### config.mk
export PLATFORM = sky130hd
export DESIGN_NAME = imp_cal_ctrl
export DESIGN_NICKNAME = d
export VERILOG_FILES = /design/src/rtl/imp_cal_pkg.sv /design/src/rtl/imp_cal_timer.sv /design/src/rtl/imp_cal_leg.sv /design/src/rtl/imp_cal_ctrl.sv
export SDC_FILE = /design/constraint.sdc
export NUM_CORES = 1
export LEC_CHECK = 0
export BUFFER_PORTS_ARGS = -buffer_cell sky130_fd_sc_hd__buf_2
export CORE_ASPECT_RATIO = 1.1
export CORE_UTILIZATION = 25
export DETAILED_ROUTE_END_ITERATION = 16
export PLACE_DENSITY = 0.46
export SYNTH_ARGS = -nofsm -noshare
export SYNTH_HDL_FRONTEND = slang
export SYNTH_HIERARCHICAL = 1
export SYNTH_SLANG_ARGS = --single-unit
### constraint.sdc
create_clock -name clk -period 2.28 [get_ports clk]
set_input_delay 0.228 -clock clk [delete_from_list [all_inputs] [get_ports clk]]
set_output_delay 0.228 -clock clk [all_outputs]
set_load 0.01 [all_outputs]
### src/rtl/imp_cal_pkg.sv
package imp_cal_pkg;

    localparam int CODE_W   = 5;
    localparam int CODE_MAX = (1 << CODE_W) - 1;
    localparam logic [CODE_W-1:0] CODE_MID = CODE_W'(1 << (CODE_W - 1));

    typedef logic [CODE_W-1:0] code_t;

    typedef enum logic [1:0] {
        STEP_HOLD = 2'b00,
        STEP_UP   = 2'b01,
        STEP_DOWN = 2'b10,
        STEP_RSV  = 2'b11
    } step_e;

    typedef enum logic [1:0] {
        DRV_HIZ  = 2'b00,
        DRV_ONE  = 2'b01,
        DRV_ZERO = 2'b10,
        DRV_RSV  = 2'b11
    } drv_e;

    typedef enum logic {
        LEG_PULL_DOWN = 1'b0,
        LEG_PULL_UP   = 1'b1
    } leg_kind_e;

    typedef struct packed {
        code_t applied;
        logic  pend_v;
        code_t pend;
    } leg_state_t;

    // One saturating step of a code in the requested direction.
    function automatic code_t step_code(input code_t cur, input step_e dir);
        code_t nxt;
        nxt = cur;
        unique case (dir)
            STEP_UP:   if (cur != code_t'(CODE_MAX)) nxt = cur + code_t'(1);
            STEP_DOWN: if (cur != '0)                nxt = cur - code_t'(1);
            default:   nxt = cur;
        endcase
        return nxt;
    endfunction

    // Whether a leg may take a new code while the driver is in this state.
    function automatic logic leg_may_update(input leg_kind_e kind, input drv_e st);
        logic ok;
        if (kind == LEG_PULL_UP) ok = (st == DRV_HIZ) || (st == DRV_ZERO);
        else                     ok = (st == DRV_HIZ) || (st == DRV_ONE);
        return ok;
    endfunction

endpackage

### src/rtl/imp_cal_timer.sv
module imp_cal_timer #(
    parameter int EVAL_PERIOD = 1024
) (
    input  logic clk,
    input  logic rst,
    output logic eval_tick
);
    localparam int CNT_W = (EVAL_PERIOD > 1) ? $clog2(EVAL_PERIOD) : 1;
    localparam logic [CNT_W-1:0] LAST = CNT_W'(EVAL_PERIOD - 1);

    logic [CNT_W-1:0] cnt;

    always_ff @(posedge clk) begin
        if (rst) begin
            cnt       <= '0;
            eval_tick <= 1'b0;
        end else begin
            eval_tick <= (cnt == LAST);
            cnt       <= (cnt == LAST) ? '0 : cnt + CNT_W'(1);
        end
    end

    // the strobe follows a counter that had reached its last value
    p_tick_after_last_r1: assert property (@(posedge clk) disable iff (rst)
        $rose(eval_tick) |-> $past(cnt) == LAST);

    generate
        if (EVAL_PERIOD > 1) begin : g_single
            // strobes are isolated single cycles when the period exceeds one
            p_tick_single_r1: assert property (@(posedge clk) disable iff (rst)
                eval_tick |=> !eval_tick);
        end
    endgenerate

endmodule

### src/rtl/imp_cal_leg.sv
module imp_cal_leg
    import imp_cal_pkg::*;
#(
    parameter leg_kind_e KIND = LEG_PULL_DOWN
) (
    input  logic  clk,
    input  logic  rst,
    input  logic  eval_tick,
    input  step_e step,
    input  drv_e  drv,
    output code_t code
);
    leg_state_t cur, nxt;
    code_t      cand;
    logic       safe;

    assign safe = leg_may_update(KIND, drv);
    assign cand = step_code(cur.applied, step);

    always_comb begin
        nxt = cur;
        if (eval_tick) begin
            if (cand == cur.applied) begin
                nxt.pend_v = 1'b0;
            end else if (safe) begin
                nxt.applied = cand;
                nxt.pend_v  = 1'b0;
            end else begin
                nxt.pend   = cand;
                nxt.pend_v = 1'b1;
            end
        end else if (cur.pend_v && safe) begin
            nxt.applied = cur.pend;
            nxt.pend_v  = 1'b0;
        end
    end

    always_ff @(posedge clk) begin
        if (rst) begin
            cur.applied <= CODE_MID;
            cur.pend_v  <= 1'b0;
            cur.pend    <= CODE_MID;
        end else begin
            cur <= nxt;
        end
    end

    assign code = cur.applied;

    // the applied code moves by at most one step per cycle
    p_one_step_r2: assert property (@(posedge clk) disable iff (rst)
        (code == $past(code)) || (code == $past(code) + code_t'(1))
        || (code == $past(code) - code_t'(1)));

    // no wrap across the ends of the range
    p_no_wrap_r3: assert property (@(posedge clk) disable iff (rst)
        !(($past(code) == code_t'(CODE_MAX) && code == '0)
          || ($past(code) == '0 && code == code_t'(CODE_MAX))));

    // a blocked pending change leaves the code alone until legal
    p_pend_waits_r6: assert property (@(posedge clk) disable iff (rst)
        (cur.pend_v && !safe && !eval_tick) |=> $stable(code));

    // a hold evaluation clears the pending flag
    p_hold_clears_r8: assert property (@(posedge clk) disable iff (rst)
        (eval_tick && (step == STEP_HOLD || step == STEP_RSV)) |=> !cur.pend_v);

    // reset loads mid-scale with nothing pending
    p_reset_mid_r9: assert property (@(posedge clk)
        $past(rst) |-> (code == CODE_MID && !cur.pend_v));

endmodule

### src/rtl/imp_cal_ctrl.sv
module imp_cal_ctrl
    import imp_cal_pkg::*;
#(
    parameter int EVAL_PERIOD = 1024
) (
    input  logic                clk,
    input  logic                rst,
    input  logic [1:0]          pu_step,
    input  logic [1:0]          pd_step,
    input  logic [1:0]          drv_state,
    output logic [CODE_W-1:0]   pu_code,
    output logic [CODE_W-1:0]   pd_code
);
    logic  eval_tick;
    drv_e  drv;
    step_e leg_step [2];
    code_t leg_code [2];

    assign drv         = drv_e'(drv_state);
    assign leg_step[0] = step_e'(pd_step);
    assign leg_step[1] = step_e'(pu_step);

    imp_cal_timer #(.EVAL_PERIOD(EVAL_PERIOD)) u_timer (
        .clk       (clk),
        .rst       (rst),
        .eval_tick (eval_tick)
    );

    generate
        for (genvar g = 0; g < 2; g++) begin : g_leg
            imp_cal_leg #(.KIND(g == 1 ? LEG_PULL_UP : LEG_PULL_DOWN)) u_leg (
                .clk       (clk),
                .rst       (rst),
                .eval_tick (eval_tick),
                .step      (leg_step[g]),
                .drv       (drv),
                .code      (leg_code[g])
            );
        end
    endgenerate

    assign pd_code = leg_code[0];
    assign pu_code = leg_code[1];

    // pull-down changes only when the pad drives 1 or floats
    p_pd_safe_r4: assert property (@(posedge clk) disable iff (rst)
        (pd_code != $past(pd_code)) |->
        ($past(drv_state) == 2'b00 || $past(drv_state) == 2'b01));

    // pull-up changes only when the pad drives 0 or floats
    p_pu_safe_r5: assert property (@(posedge clk) disable iff (rst)
        (pu_code != $past(pu_code)) |->
        ($past(drv_state) == 2'b00 || $past(drv_state) == 2'b10));

endmodule

==> metrics.txt <==
Final Cell Area=3452 um^2; hold depth=2; hold buffer count at cts=0; Post-DP Area=between 3000 and 4000 um^2; Pwr Total=1399 uW; CTS root buf=clkbuf_8; Fin Clk Skew=0.005540 ns; synth top area cells=dfxtp_1 (25%), nor2_1 (4.6%), ha_1 (4.3%), mux2i_1 (4.2%), a21oi_1 (3.2%); WHS=0.2498 ns; Rel. slew slack=49.28%; setup tns final=-0.2752 ns; period utilization=103.3%; WL/cell=roughly 13 um; Least-Margin Pin Slew=0.7608 ns; worst r2r dst=g_leg[0].u_leg/cur[4]; antenna cell count=0; CP required=2.46 ns; Critical Path AT=2.53 ns; via/cell ratio=4.920; cell with the most instances after synthesis=dfxtp_1; power density over the cells=around 410 nW/um^2; DRT iter0 DRCs=80; fmax=between 0.4 and 0.5 GHz; Via Count=2,534; final routed DRC violation total=0; routed wire length=6934 um; total I/O pin count=18; Slew Viols, Final=0; status=finished with violations; crit end category=flop; Util after Layout=34.25%; Hold Startpoint=drv_state[0]; Die Width=99.91 um; minimum clock period=2.355 ns; initial antenna violation count=0; remaining antenna violation count=0; overall global routing resource usage=roughly an eighth; Setup crit start kind=flop; layout cells sized above 1=35.73%; failing checks=negative setup slack; Max Cap Viol=0; Reg2Reg Depth=10; Nets=roughly 390; Final Wtd Congestion=0.8340; first-pass GRT wire length=11,490 um; Synth Warn #=6; ys async rst share=0%; TritonCTS clock tree=yes; Top FF cell, synth=dfxtp_1; drt first pass iters=4; Die Ht=approximately 110 um; synthesis-stage register bit count=33; grt total ovfl=0; # setup viols final=6; Synth top area share=25.06%; initial core utilization=26.15%; core area=10,080 um^2; Die Area=10,960 um^2; Area growth, synth to finish=30.94%; H-Tree Depth=2; RSZ-0062 raised after global routing=true; Post-Synthesis Cell Area=2636 um^2; synth cell count leaders=dfxtp_1 (33), nor2_1 (32), a21oi_1 (17), inv_1 (17), nand2_1 (15); largest area contributor in the netlist=dfxtp_1; Max IR drop VDD=200.2 uV; Crit Reg-Reg Startpoint=g_leg[0].u_leg/code[1]; number of synthesized flops with an enable pin=0; Worst-Skew Late Latency=0.29 ns; Avg Cell Area, Syn=8.137 um^2; Mapped Nets=341; worst-case clock buffer depth=2; Yosys cell types=73; Worst Hold Path EP=g_leg[1].u_leg/cur[5]; sequential fraction of the synthesis area=between 20% and 30%; row count=38; clk sinks=33; largest net degree at the start of global routing=46; Port Buffers=17; vias in the first global route=around 2,500; CP Max Fanout=4; worst setup margin=-0.07512 ns; Worst-path clk slew=0.07 ns; P_leak=between 0.001 and 0.0015 uW; Hold Path Class=input port to flop; Synth Instances=around 320; R2R setup slack=-0.08 ns; Post-DP HPWL=between 5000 and 6000 um; crit path kind=flop to flop; Hold Violations, Final=0; Num CTS Buffers=5
worst max path at each step:
stage,start,to,cells after the start
6_report,g_leg[0].u_leg/code[1],g_leg[0].u_leg/cur[4],10
5_1_grt,g_leg[0].u_leg/code[1],g_leg[0].u_leg/cur[4],10
4_1_cts,g_leg[0].u_leg/code[1],g_leg[0].u_leg/code[4],10
3_5_place_dp,pd_step[0],g_leg[0].u_leg/code[4],10
3_3_place_gp,pd_step[0],g_leg[0].u_leg/code[4],10
2_1_floorplan,g_leg[1].u_leg/code[1],g_leg[1].u_leg/cur[0],10
layout make-up:
| class | count | area [um^2] |
|---|---|---|
| fill | 1104 | 6628 |
| multi-input combinational | 242 | 1888 |
| sequential | 33 | 673.1 |
| timing repair buffer | 74 | 524.3 |
| tap | 140 | 175.2 |
| clock buffer | 7 | 86.33 |
| inverter | 18 | 75.07 |
| clock inverter | 1 | 30.03 |
where the power goes:
group / internal [uW] / switching (uW)
clock network: 356 / 218
logic: 110 / 124
registers: 582 / 8.83
worst max-delay path, cell delays in order (launching register included):
cell and delay, ns:
dfxtp_2 0.34, inv_2 0.08, ha_4 0.14, or4b_4 0.46, a32o_1 0.24, nand2_2 0.08, o2111ai_4 0.15, buf_6 0.18
o31ai_4 0.27, nor2_1 0.08, a211o_1 0.22
per-stage QoR:
stage,worst slack [ns],instances
2_1_floorplan,-0.04369,324
4_1_cts,-0.08334,513
5_1_grt,-0.2110,515
3_3_place_gp,-0.1659,503
6_report,-0.07512,515
3_5_place_dp,-0.1782,503
sequential cells by signal, indices dropped and copies added (netlist names):
register,flops
u_timer/cnt,10
g_leg.u_leg/code,10
u_timer/eval_tick,1
g_leg.u_leg/cur,12
routing by layer:
metal | global-route usage [%] | part of all wire [%] | up-vias | routed length [um]
met4 | 7.248 | 2.6 | 0 | 182
met5 | 0 | 0 | - | 0
met1 | 15.65 | 46 | 1192 | 3158
li1 | - | - | 1280 | -
met2 | 23.35 | 49 | 44 | 3398
met3 | 1.589 | 2.8 | 18 | 193
repair_timing:
action,CTS,global route
setup buffers,2,3
setup endpoints to repair,17,22
pin swaps,7,10
gates resized for setup,5,20
endpoints found under the hold margin,0,0
logic make-up after synthesis:
family | share of synthesized area [%]
xor gates and xnor gates | 1.329
adders and majority gates | 4.272
and+or+nand+nor | 27.62
buffers and inverters | 9.207
AOI/OAI and AO/OA | 26.06
DFF | 25.06
muxes | 6.455
layout by cell type (no fill, tap or decap), types with 4 or more instances in the layout:
| cell | Yosys | final |
|---|---|---|
| nor3_1 | 6 | 6 |
| nor4_1 | 4 | 4 |
| buf_2 | 5 | 17 |
| nor2_1 | 32 | 32 |
| nor2b_1 | 11 | 10 |
| nand3_1 | 10 | 10 |
| a21oi_1 | 17 | 17 |
| dfxtp_1 | 33 | 29 |
| buf_4 | 10 | 54 |
| a211o_1 | 5 | 5 |
| nand2_2 | 3 | 4 |
| nand2b_1 | 8 | 8 |
| o21ai_0 | 12 | 12 |
| mux2_4 | 4 | 4 |
| nand2_1 | 15 | 14 |
| a211oi_1 | 6 | 4 |
| mux2i_1 | 11 | 11 |
| nand4_1 | 4 | 4 |
| o31ai_1 | 4 | 4 |
| a31oi_1 | 5 | 4 |
| clkbuf_8 | 0 | 6 |
| ha_1 | 9 | 6 |
| inv_1 | 17 | 13 |
(Power assumes the default switching activity.)
